**config.mk**
```make
export PLATFORM = sky130hd
export DESIGN_NAME = flash_op_status
export DESIGN_NICKNAME = d
export VERILOG_FILES = /design/src/rtl/flash_sts_pkg.sv /design/src/rtl/flash_sts_phase.sv /design/src/rtl/flash_sts_sector.sv /design/src/rtl/flash_sts_toggle.sv /design/src/rtl/flash_sts_resp.sv /design/src/rtl/flash_op_status.sv
export SDC_FILE = /design/constraint.sdc
export NUM_CORES = 1
export LEC_CHECK = 0
export ABC_CLOCK_PERIOD_IN_PS = 6500
export BUFFER_PORTS_ARGS = -buffer_cell sky130_fd_sc_hd__buf_4
export CAP_MARGIN = 20
export CORE_MARGIN = 3
export CORE_UTILIZATION = 60
export CTS_CLUSTER_SIZE = 8
export DETAILED_ROUTE_END_ITERATION = 6
export GPL_ROUTABILITY_DRIVEN = 1
export PLACE_DENSITY_LB_ADDON = 0.12
export SYNTH_ARGS = -nofsm -noshare
export SYNTH_HDL_FRONTEND = slang
export SYNTH_SLANG_ARGS = --single-unit
```
**constraint.sdc**
```tcl
create_clock -name clk -period 6.5 [get_ports clk]
set_clock_uncertainty 0.1 [all_clocks]
set_input_delay 1.3 -clock clk [delete_from_list [all_inputs] [get_ports clk]]
set_output_delay 1.3 -clock clk [all_outputs]
set_load 0.01 [all_outputs]
```
**src/rtl/flash_sts_pkg.sv**
```systemverilog
package flash_sts_pkg;

  typedef enum logic [1:0] {
    OPK_PROG   = 2'd0,
    OPK_SERASE = 2'd1,
    OPK_CERASE = 2'd2,
    OPK_NONE   = 2'd3
  } opk_e;

  typedef enum logic [2:0] {
    PH_IDLE  = 3'd0,
    PH_PROG  = 3'd1,
    PH_ERASE = 3'd2,
    PH_SPEND = 3'd3,
    PH_SUSP  = 3'd4,
    PH_SPROG = 3'd5,
    PH_GUARD = 3'd6,
    PH_FAIL  = 3'd7
  } phase_e;

  typedef struct packed {
    logic poll;
    logic tog;
    logic tmo;
    logic started;
    logic stog;
  } sts_fields_t;

  // bit positions the host software decodes
  localparam int unsigned B_POLL    = 7;
  localparam int unsigned B_TOG     = 6;
  localparam int unsigned B_TMO     = 5;
  localparam int unsigned B_STARTED = 3;
  localparam int unsigned B_STOG    = 2;

  function automatic logic [7:0] pack_status(input sts_fields_t f);
    logic [7:0] b;
    b            = '0;
    b[B_POLL]    = f.poll;
    b[B_TOG]     = f.tog;
    b[B_TMO]     = f.tmo;
    b[B_STARTED] = f.started;
    b[B_STOG]    = f.stog;
    return b;
  endfunction

endpackage

```
**src/rtl/flash_sts_phase.sv**
```systemverilog
module flash_sts_phase
  import flash_sts_pkg::*;
#(
  parameter int PGM_GUARD = 200,
  parameter int ERS_GUARD = 10000,
  parameter int SUSP_LAT  = 2000
) (
  input  logic   clk,
  input  logic   rst_n,
  input  logic   op_start,
  input  opk_e   op_kind,
  input  logic   op_data7,
  input  logic   tgt_prot,
  input  logic   ers_all_prot,
  input  logic   op_done,
  input  logic   op_timeout,
  input  logic   susp_req,
  input  logic   resume_req,
  input  logic   clr_err,
  output phase_e phase,
  output logic   op_is_prog,
  output logic   sect_ers,
  output logic   err,
  output logic   pgm_d7,
  output logic   sel_load
);

  localparam int LIM_A   = (PGM_GUARD > ERS_GUARD) ? PGM_GUARD : ERS_GUARD;
  localparam int LIM_MAX = (LIM_A > SUSP_LAT) ? LIM_A : SUSP_LAT;
  localparam int CNT_W   = $clog2(LIM_MAX + 1);
  localparam logic [CNT_W-1:0] PGM_LD = CNT_W'(PGM_GUARD - 1);
  localparam logic [CNT_W-1:0] ERS_LD = CNT_W'(ERS_GUARD - 1);
  localparam logic [CNT_W-1:0] SUS_LD = CNT_W'(SUSP_LAT - 1);
  localparam logic [CNT_W-1:0] ONE    = CNT_W'(1);

  phase_e           phase_n;
  logic [CNT_W-1:0] cnt, cnt_n;
  logic             isprog_n, sect_n, err_n, d7_n, ret, ret_n;

  always_comb begin
    phase_n  = phase;
    cnt_n    = cnt;
    isprog_n = op_is_prog;
    sect_n   = sect_ers;
    err_n    = err;
    d7_n     = pgm_d7;
    ret_n    = ret;
    sel_load = 1'b0;
    unique case (phase)
      PH_IDLE: begin
        if (op_start) begin
          if (op_kind == OPK_PROG) begin
            isprog_n = 1'b1;
            d7_n     = op_data7;
            ret_n    = 1'b0;
            if (tgt_prot) begin
              phase_n = PH_GUARD;
              cnt_n   = PGM_LD;
            end else begin
              phase_n = PH_PROG;
            end
          end else if (op_kind == OPK_SERASE || op_kind == OPK_CERASE) begin
            isprog_n = 1'b0;
            ret_n    = 1'b0;
            sect_n   = (op_kind == OPK_SERASE);
            if (ers_all_prot) begin
              phase_n = PH_GUARD;
              cnt_n   = ERS_LD;
            end else begin
              phase_n  = PH_ERASE;
              sel_load = 1'b1;
            end
          end
        end
      end
      PH_PROG: begin
        if (op_timeout) begin
          phase_n = PH_FAIL;
          err_n   = 1'b1;
        end else if (op_done) begin
          phase_n = PH_IDLE;
        end
      end
      PH_ERASE: begin
        if (op_timeout) begin
          phase_n = PH_FAIL;
          err_n   = 1'b1;
        end else if (op_done) begin
          phase_n = PH_IDLE;
        end else if (susp_req && sect_ers) begin
          phase_n = PH_SPEND;
          cnt_n   = SUS_LD;
        end
      end
      PH_SPEND: begin
        if (op_timeout) begin
          phase_n = PH_FAIL;
          err_n   = 1'b1;
        end else if (op_done) begin
          phase_n = PH_IDLE;
        end else if (cnt == '0) begin
          phase_n = PH_SUSP;
        end else begin
          cnt_n = cnt - ONE;
        end
      end
      PH_SUSP: begin
        if (resume_req) begin
          phase_n = PH_ERASE;
        end else if (op_start && op_kind == OPK_PROG) begin
          isprog_n = 1'b1;
          d7_n     = op_data7;
          if (tgt_prot) begin
            phase_n = PH_GUARD;
            cnt_n   = PGM_LD;
            ret_n   = 1'b1;
          end else begin
            phase_n = PH_SPROG;
          end
        end
      end
      PH_SPROG: begin
        if (op_timeout) begin
          phase_n = PH_FAIL;
          err_n   = 1'b1;
        end else if (op_done) begin
          phase_n  = PH_SUSP;
          isprog_n = 1'b0;
        end
      end
      PH_GUARD: begin
        if (cnt == '0) begin
          phase_n  = ret ? PH_SUSP : PH_IDLE;
          isprog_n = 1'b0;
        end else begin
          cnt_n = cnt - ONE;
        end
      end
      PH_FAIL: begin
        if (clr_err) begin
          phase_n = PH_IDLE;
          err_n   = 1'b0;
        end
      end
    endcase
    if (phase_n == PH_IDLE) sect_n = 1'b0;
  end

  always_ff @(posedge clk) begin
    if (!rst_n) begin
      phase      <= PH_IDLE;
      cnt        <= '0;
      op_is_prog <= 1'b0;
      sect_ers   <= 1'b0;
      err        <= 1'b0;
      pgm_d7     <= 1'b0;
      ret        <= 1'b0;
    end else begin
      phase      <= phase_n;
      cnt        <= cnt_n;
      op_is_prog <= isprog_n;
      sect_ers   <= sect_n;
      err        <= err_n;
      pgm_d7     <= d7_n;
      ret        <= ret_n;
    end
  end

endmodule

```
**src/rtl/flash_sts_sector.sv**
```systemverilog
module flash_sts_sector #(
  parameter int SECT_W = 5,
  localparam int NSECT = 1 << SECT_W
) (
  input  logic              clk,
  input  logic              rst_n,
  input  logic [SECT_W-1:0] op_sect,
  input  logic              chip_wide,
  input  logic              sel_load,
  input  logic [NSECT-1:0]  prot_mask,
  input  logic [SECT_W-1:0] rd_sect,
  output logic              tgt_prot,
  output logic              ers_all_prot,
  output logic              rd_in_sel
);

  logic [NSECT-1:0] hit;
  logic [NSECT-1:0] sel_mask;

  for (genvar i = 0; i < NSECT; i++) begin : g_dec
    assign hit[i] = (op_sect == SECT_W'(i));
  end

  always_ff @(posedge clk) begin
    if (!rst_n) begin
      sel_mask <= '0;
    end else if (sel_load) begin
      sel_mask <= chip_wide ? {NSECT{1'b1}} : hit;
    end
  end

  assign tgt_prot     = |(prot_mask & hit);
  assign ers_all_prot = chip_wide ? (&prot_mask) : tgt_prot;
  assign rd_in_sel    = sel_mask[rd_sect];

endmodule

```
**src/rtl/flash_sts_toggle.sv**
```systemverilog
module flash_sts_toggle #(
  parameter int NT = 2
) (
  input  logic          clk,
  input  logic          rst_n,
  input  logic [NT-1:0] adv,
  output logic [NT-1:0] q
);

  for (genvar i = 0; i < NT; i++) begin : g_tff
    always_ff @(posedge clk) begin
      if (!rst_n)      q[i] <= 1'b0;
      else if (adv[i]) q[i] <= ~q[i];
    end
  end

endmodule

```
**src/rtl/flash_sts_resp.sv**
```systemverilog
module flash_sts_resp
  import flash_sts_pkg::*;
(
  input  logic        clk,
  input  logic        rst_n,
  input  logic        rd_valid,
  input  logic        rsp_ready,
  input  logic        is_status,
  input  sts_fields_t fields,
  output logic        rd_ready,
  output logic        accept,
  output logic        rsp_valid,
  output logic [7:0]  rsp_data,
  output logic        rsp_status
);

  assign rd_ready = !rsp_valid || rsp_ready;
  assign accept   = rd_valid && rd_ready;

  always_ff @(posedge clk) begin
    if (!rst_n) begin
      rsp_valid  <= 1'b0;
      rsp_data   <= '0;
      rsp_status <= 1'b0;
    end else if (accept) begin
      rsp_valid  <= 1'b1;
      rsp_status <= is_status;
      rsp_data   <= is_status ? pack_status(fields) : 8'h00;
    end else if (rsp_ready) begin
      rsp_valid <= 1'b0;
    end
  end

endmodule

```
**src/rtl/flash_op_status.sv**
```systemverilog
module flash_op_status
  import flash_sts_pkg::*;
#(
  parameter int SECT_W        = 5,
  parameter int PGM_GUARD_CYC = 200,
  parameter int ERS_GUARD_CYC = 10000,
  parameter int SUSP_LAT_CYC  = 2000
) (
  input  logic                     clk,
  input  logic                     rst_n,
  input  logic                     op_start,
  input  logic [1:0]               op_kind,
  input  logic [SECT_W-1:0]        op_sect,
  input  logic                     op_data7,
  input  logic [(1<<SECT_W)-1:0]   prot_mask,
  input  logic                     op_done,
  input  logic                     op_timeout,
  input  logic                     susp_req,
  input  logic                     resume_req,
  input  logic                     clr_err,
  input  logic                     rd_valid,
  output logic                     rd_ready,
  input  logic [SECT_W-1:0]        rd_sect,
  output logic                     rsp_valid,
  input  logic                     rsp_ready,
  output logic [7:0]               rsp_data,
  output logic                     rsp_status
);

  localparam int T_MAIN = 0;
  localparam int T_SECT = 1;

  opk_e        kind;
  phase_e      phase;
  logic        op_is_prog, sect_ers, err, pgm_d7, sel_load;
  logic        tgt_prot, ers_all_prot, rd_in_sel;
  logic        accept, is_status;
  logic [1:0]  adv, tq;
  sts_fields_t fields;

  assign kind = opk_e'(op_kind);

  flash_sts_phase #(
    .PGM_GUARD (PGM_GUARD_CYC),
    .ERS_GUARD (ERS_GUARD_CYC),
    .SUSP_LAT  (SUSP_LAT_CYC)
  ) u_phase (
    .clk          (clk),
    .rst_n        (rst_n),
    .op_start     (op_start),
    .op_kind      (kind),
    .op_data7     (op_data7),
    .tgt_prot     (tgt_prot),
    .ers_all_prot (ers_all_prot),
    .op_done      (op_done),
    .op_timeout   (op_timeout),
    .susp_req     (susp_req),
    .resume_req   (resume_req),
    .clr_err      (clr_err),
    .phase        (phase),
    .op_is_prog   (op_is_prog),
    .sect_ers     (sect_ers),
    .err          (err),
    .pgm_d7       (pgm_d7),
    .sel_load     (sel_load)
  );

  flash_sts_sector #(.SECT_W(SECT_W)) u_sector (
    .clk          (clk),
    .rst_n        (rst_n),
    .op_sect      (op_sect),
    .chip_wide    (kind == OPK_CERASE),
    .sel_load     (sel_load),
    .prot_mask    (prot_mask),
    .rd_sect      (rd_sect),
    .tgt_prot     (tgt_prot),
    .ers_all_prot (ers_all_prot),
    .rd_in_sel    (rd_in_sel)
  );

  // which reads are answered with status
  always_comb begin
    unique case (phase)
      PH_IDLE: is_status = 1'b0;
      PH_SUSP: is_status = rd_in_sel;
      default: is_status = 1'b1;
    endcase
  end

  // polling bit per mode
  always_comb begin
    unique case (phase)
      PH_PROG, PH_SPROG:   fields.poll = ~pgm_d7;
      PH_SUSP:             fields.poll = 1'b1;
      PH_GUARD, PH_FAIL:   fields.poll = op_is_prog ? ~pgm_d7 : 1'b0;
      default:             fields.poll = 1'b0;
    endcase
  end

  logic main_live, sect_live;
  assign main_live = (phase != PH_IDLE) && (phase != PH_SUSP);
  assign sect_live = (phase == PH_ERASE) || (phase == PH_SPEND) || (phase == PH_SUSP) ||
                     ((phase == PH_FAIL) && !op_is_prog);

  assign adv[T_MAIN] = accept && main_live;
  assign adv[T_SECT] = accept && sect_live && rd_in_sel;

  flash_sts_toggle #(.NT(2)) u_toggle (
    .clk   (clk),
    .rst_n (rst_n),
    .adv   (adv),
    .q     (tq)
  );

  assign fields.tog     = tq[T_MAIN];
  assign fields.stog    = tq[T_SECT];
  assign fields.tmo     = err;
  assign fields.started = sect_ers;

  flash_sts_resp u_resp (
    .clk        (clk),
    .rst_n      (rst_n),
    .rd_valid   (rd_valid),
    .rsp_ready  (rsp_ready),
    .is_status  (is_status),
    .fields     (fields),
    .rd_ready   (rd_ready),
    .accept     (accept),
    .rsp_valid  (rsp_valid),
    .rsp_data   (rsp_data),
    .rsp_status (rsp_status)
  );

endmodule

```
==> flow_summary.toml <==
[status]
outcome = "finished, final reports clean"

[yosys]
synthFlopType = "dfxtp_1"
synthesis.area_um2 = 4200
synth_top_cell_area_share_pct = 30.0
seq_area_frac_synth_pct = 30.0
avgSynthCellArea_um2 = 8.27
yosysMostFrequentCell = "a21oi_1"
synth_area_leaders = "dfxtp_1 30%, a21oi_1 11%, mux4_2 5.9%, a211oi_1 5.7%, nor2_1 3.0%"
synth_common_cells = "95 x a21oi_1, 63 x dfxtp_1, 34 x nor2_1"
synth-edff-count = 0
ys_ff_latch = 63
synthArstFlopShare_pct = 0
syn_inst = 508
yosysUniqueCellTypes = 79
yosys_warnings = 0
yosysTopAreaCell = "dfxtp_1"

[setup_path]
path_depth = 12
path_delay_family = "simple AND/OR/NAND/NOR gates"
crit_end = "u_sector.sel_mask[6]"
cp.required_ns = 6.64
crit_path_frequent_cell = "buf_4"
critPathLaunch = "op_kind[0]"
arrival_ns = 4.01
worstPathCellList = "buf_4 > inv_1 > ha_1 > buf_4 > nand4_1 > nor4_1 > nand3_1 > and2_1 > buf_4 > and2_1 > buf_8 > a211oi_1"
timing.rr.end = "u_sector.sel_mask[6]"
path_buf_inv = 5
cp_max_fo = 36
cp-end-kind = "register"
reg2reg_depth = 7
worstSetupPathType = "primary input to register"
r2r-start = "u_phase.phase[1]"
crit_slowest_cell = "nor4_1"
start_kind = "primary input"
r2r_setup_slack_ns = 3.58
cpPeakStageDelay_ns = 0.40

[cts]
clock-root-buffer = "clkbuf_8"
clk-insertion-delay-late_ns = 0.34
clockBufferDepth = 2
ctsResizeCount = 0
post_cts_buffers = 0
cts_buffers = 9
cts_tree = "built"
htreeDepth = 3
holdBufCountCts = 0
clkTransAtPathRegs_ns = 0.07
clock_sinks = 63

[grt]
antenna_found_initial = 0
grt_pass1_wl_um = 17600
grtUsageTotal_pct = 27.5
grt_pass1_vias = 3647
grt_max_degree = 56
grt-ovfl-total = 0

[final_layout]
final_cell_area_um2 = 4800
drive_gt1_share_pct = 21.1
fin_util_pct = 73.1
final_cell_count_no_fill = 637
area_delta_synth_final_pct = 14.2
num_antenna_cells = 0
finalNetCount = 599

[power]
p_leak_nw = 1.73
p_per_area_nw_per_um2 = 342
ir_worst_vdd_uv = 238
power_mw = 1.64

[place]
place_ws_ns = 2.07
placed_cells = 620
port_buffers = 62
placed_cell_area_um2 = 4570
hpwl_um = 7500
gp_congestion = 0.907

[timing]
finalSetupViolCount = 0
layout_setup_ws_ns = 2.63
worst_slew_pin_slew_ns = 0.944
hold_slack_ns = 0.379
relSlewSlack_pct = 37.0
min_period_ns = 3.87
slew_viol_final = 0
rsz0062_at_grt = "false"
tns_ns = 0
layout_worst_path_cycle_share_pct = 59.5
max_freq_mhz = 259
hold_viol_final = 0

[detailed_routing]
wl_um = 10800
vias = 4153
drt_iter0_drc = 413
via_per_inst = 6.52
drt_pass1_iterations = 5
post_drt_wl_per_cell_um = 16.9
drc = 0
ant_nets = 0

[die]
fp.dieH_um = 89.7
core_area_um2 = 6570
pin_count = 66
num_rows = 29
die_x_um = 89.7
initial_core_util_pct = 64.0
dieArea_um2 = 8050

[hold_path]
worstHoldPathType = "register to register"

[job]
cap_violations = 0
## registers in the layout, summed over array words and instances, names as in the netlist
signal / count
u_sector.sel_mask: 32
u_phase.pgm_d7: 1
u_phase.phase: 3
u_toggle.q: 2
u_phase.err: 1
u_phase.op_is_prog: 1
u_phase.ret: 1
u_resp.rsp_valid: 1
u_resp.rsp_data: 5
u_phase.cnt: 14
u_phase.sect_ers: 1
u_resp.rsp_status: 1
## layout make-up
cell class	instances	area, µm²
fill	516	1770
clock buffer	12	155
timing repair buffer	66	503
clock inverter	4	53.8
multi-input combinational	385	2660
sequential	63	1260
tap	93	116
inverter	14	52.6
## power breakdown
group          total (mW)  internal (mW)  switching [mW]
sequential          0.550          0.458          0.0915
combinational       0.733          0.302           0.431
clock               0.358          0.199           0.159
## kinds of logic after synthesis
logic type               count (synthesis)  synth area share [%]
AND/OR/NAND/NOR                        143                  18.4
AO/OA/AOI/OAI                          210                  34.0
flip-flops                              63                  30.0
XOR/XNOR                                 5                  1.04
other                                    1                0.0892
adder cells (fa/ha/maj)                  5                  1.49
multiplexers                            19                  7.98
buffers and inverters                   62                  6.97
## worst min-delay path by stage
stage | from | endpoint | cells past startpoint
2_1_floorplan | u_phase.cnt[10] | u_phase.cnt[10] | 2
3_5_place_dp | u_phase.cnt[10] | u_phase.cnt[10] | 2
4_1_cts | u_phase.cnt[10] | u_phase.cnt[10] | 2
3_3_place_gp | u_phase.cnt[10] | u_phase.cnt[10] | 2
6_report | u_phase.cnt[10] | u_phase.cnt[10] | 2
5_1_grt | u_phase.cnt[13] | u_phase.cnt[13] | 2
## cell usage in the layout, fill, tap and decap left out, drive strengths merged, types with 3 or more instances in the layout
cell	count
a21oi	95
buf	66
dfxtp	63
nor2	35
a211oi	33
nand2	27
o21ai	18
inv	14
nor3	12
clkbuf	12
mux4	11
nand4	11
nand2b	10
nor2b	9
a22oi	9
nand3	7
and2	7
nand3b	6
mux2	6
o2bb2ai	5
o21a	5
ha	5
a311oi	5
xor2	4
a22o	3
a2bb2oi	3
o22ai	3
nor4	3
a32o	3
conb	3
nor3b	3
and3	3
## worst register-to-register path: cells and delay by family, from the launching register on
| family | cells | cell delay, ns |
|---|---|---|
| AND/OR/NAND/NOR | 4 | 1.52 |
| AO/OA/AOI/OAI | 1 | 0.10 |
| buffers and inverters | 2 | 0.54 |
| flip-flops | 1 | 0.51 |
## routing by layer
layer	track usage, %	up-vias	routed length (µm)
met3	5.02	14	924
met5	0	-	0
met4	6.36	0	104
met2	42.1	233	4920
met1	40.1	1915	4820
li1	-	1991	-
(Power assumes the default switching activity.)
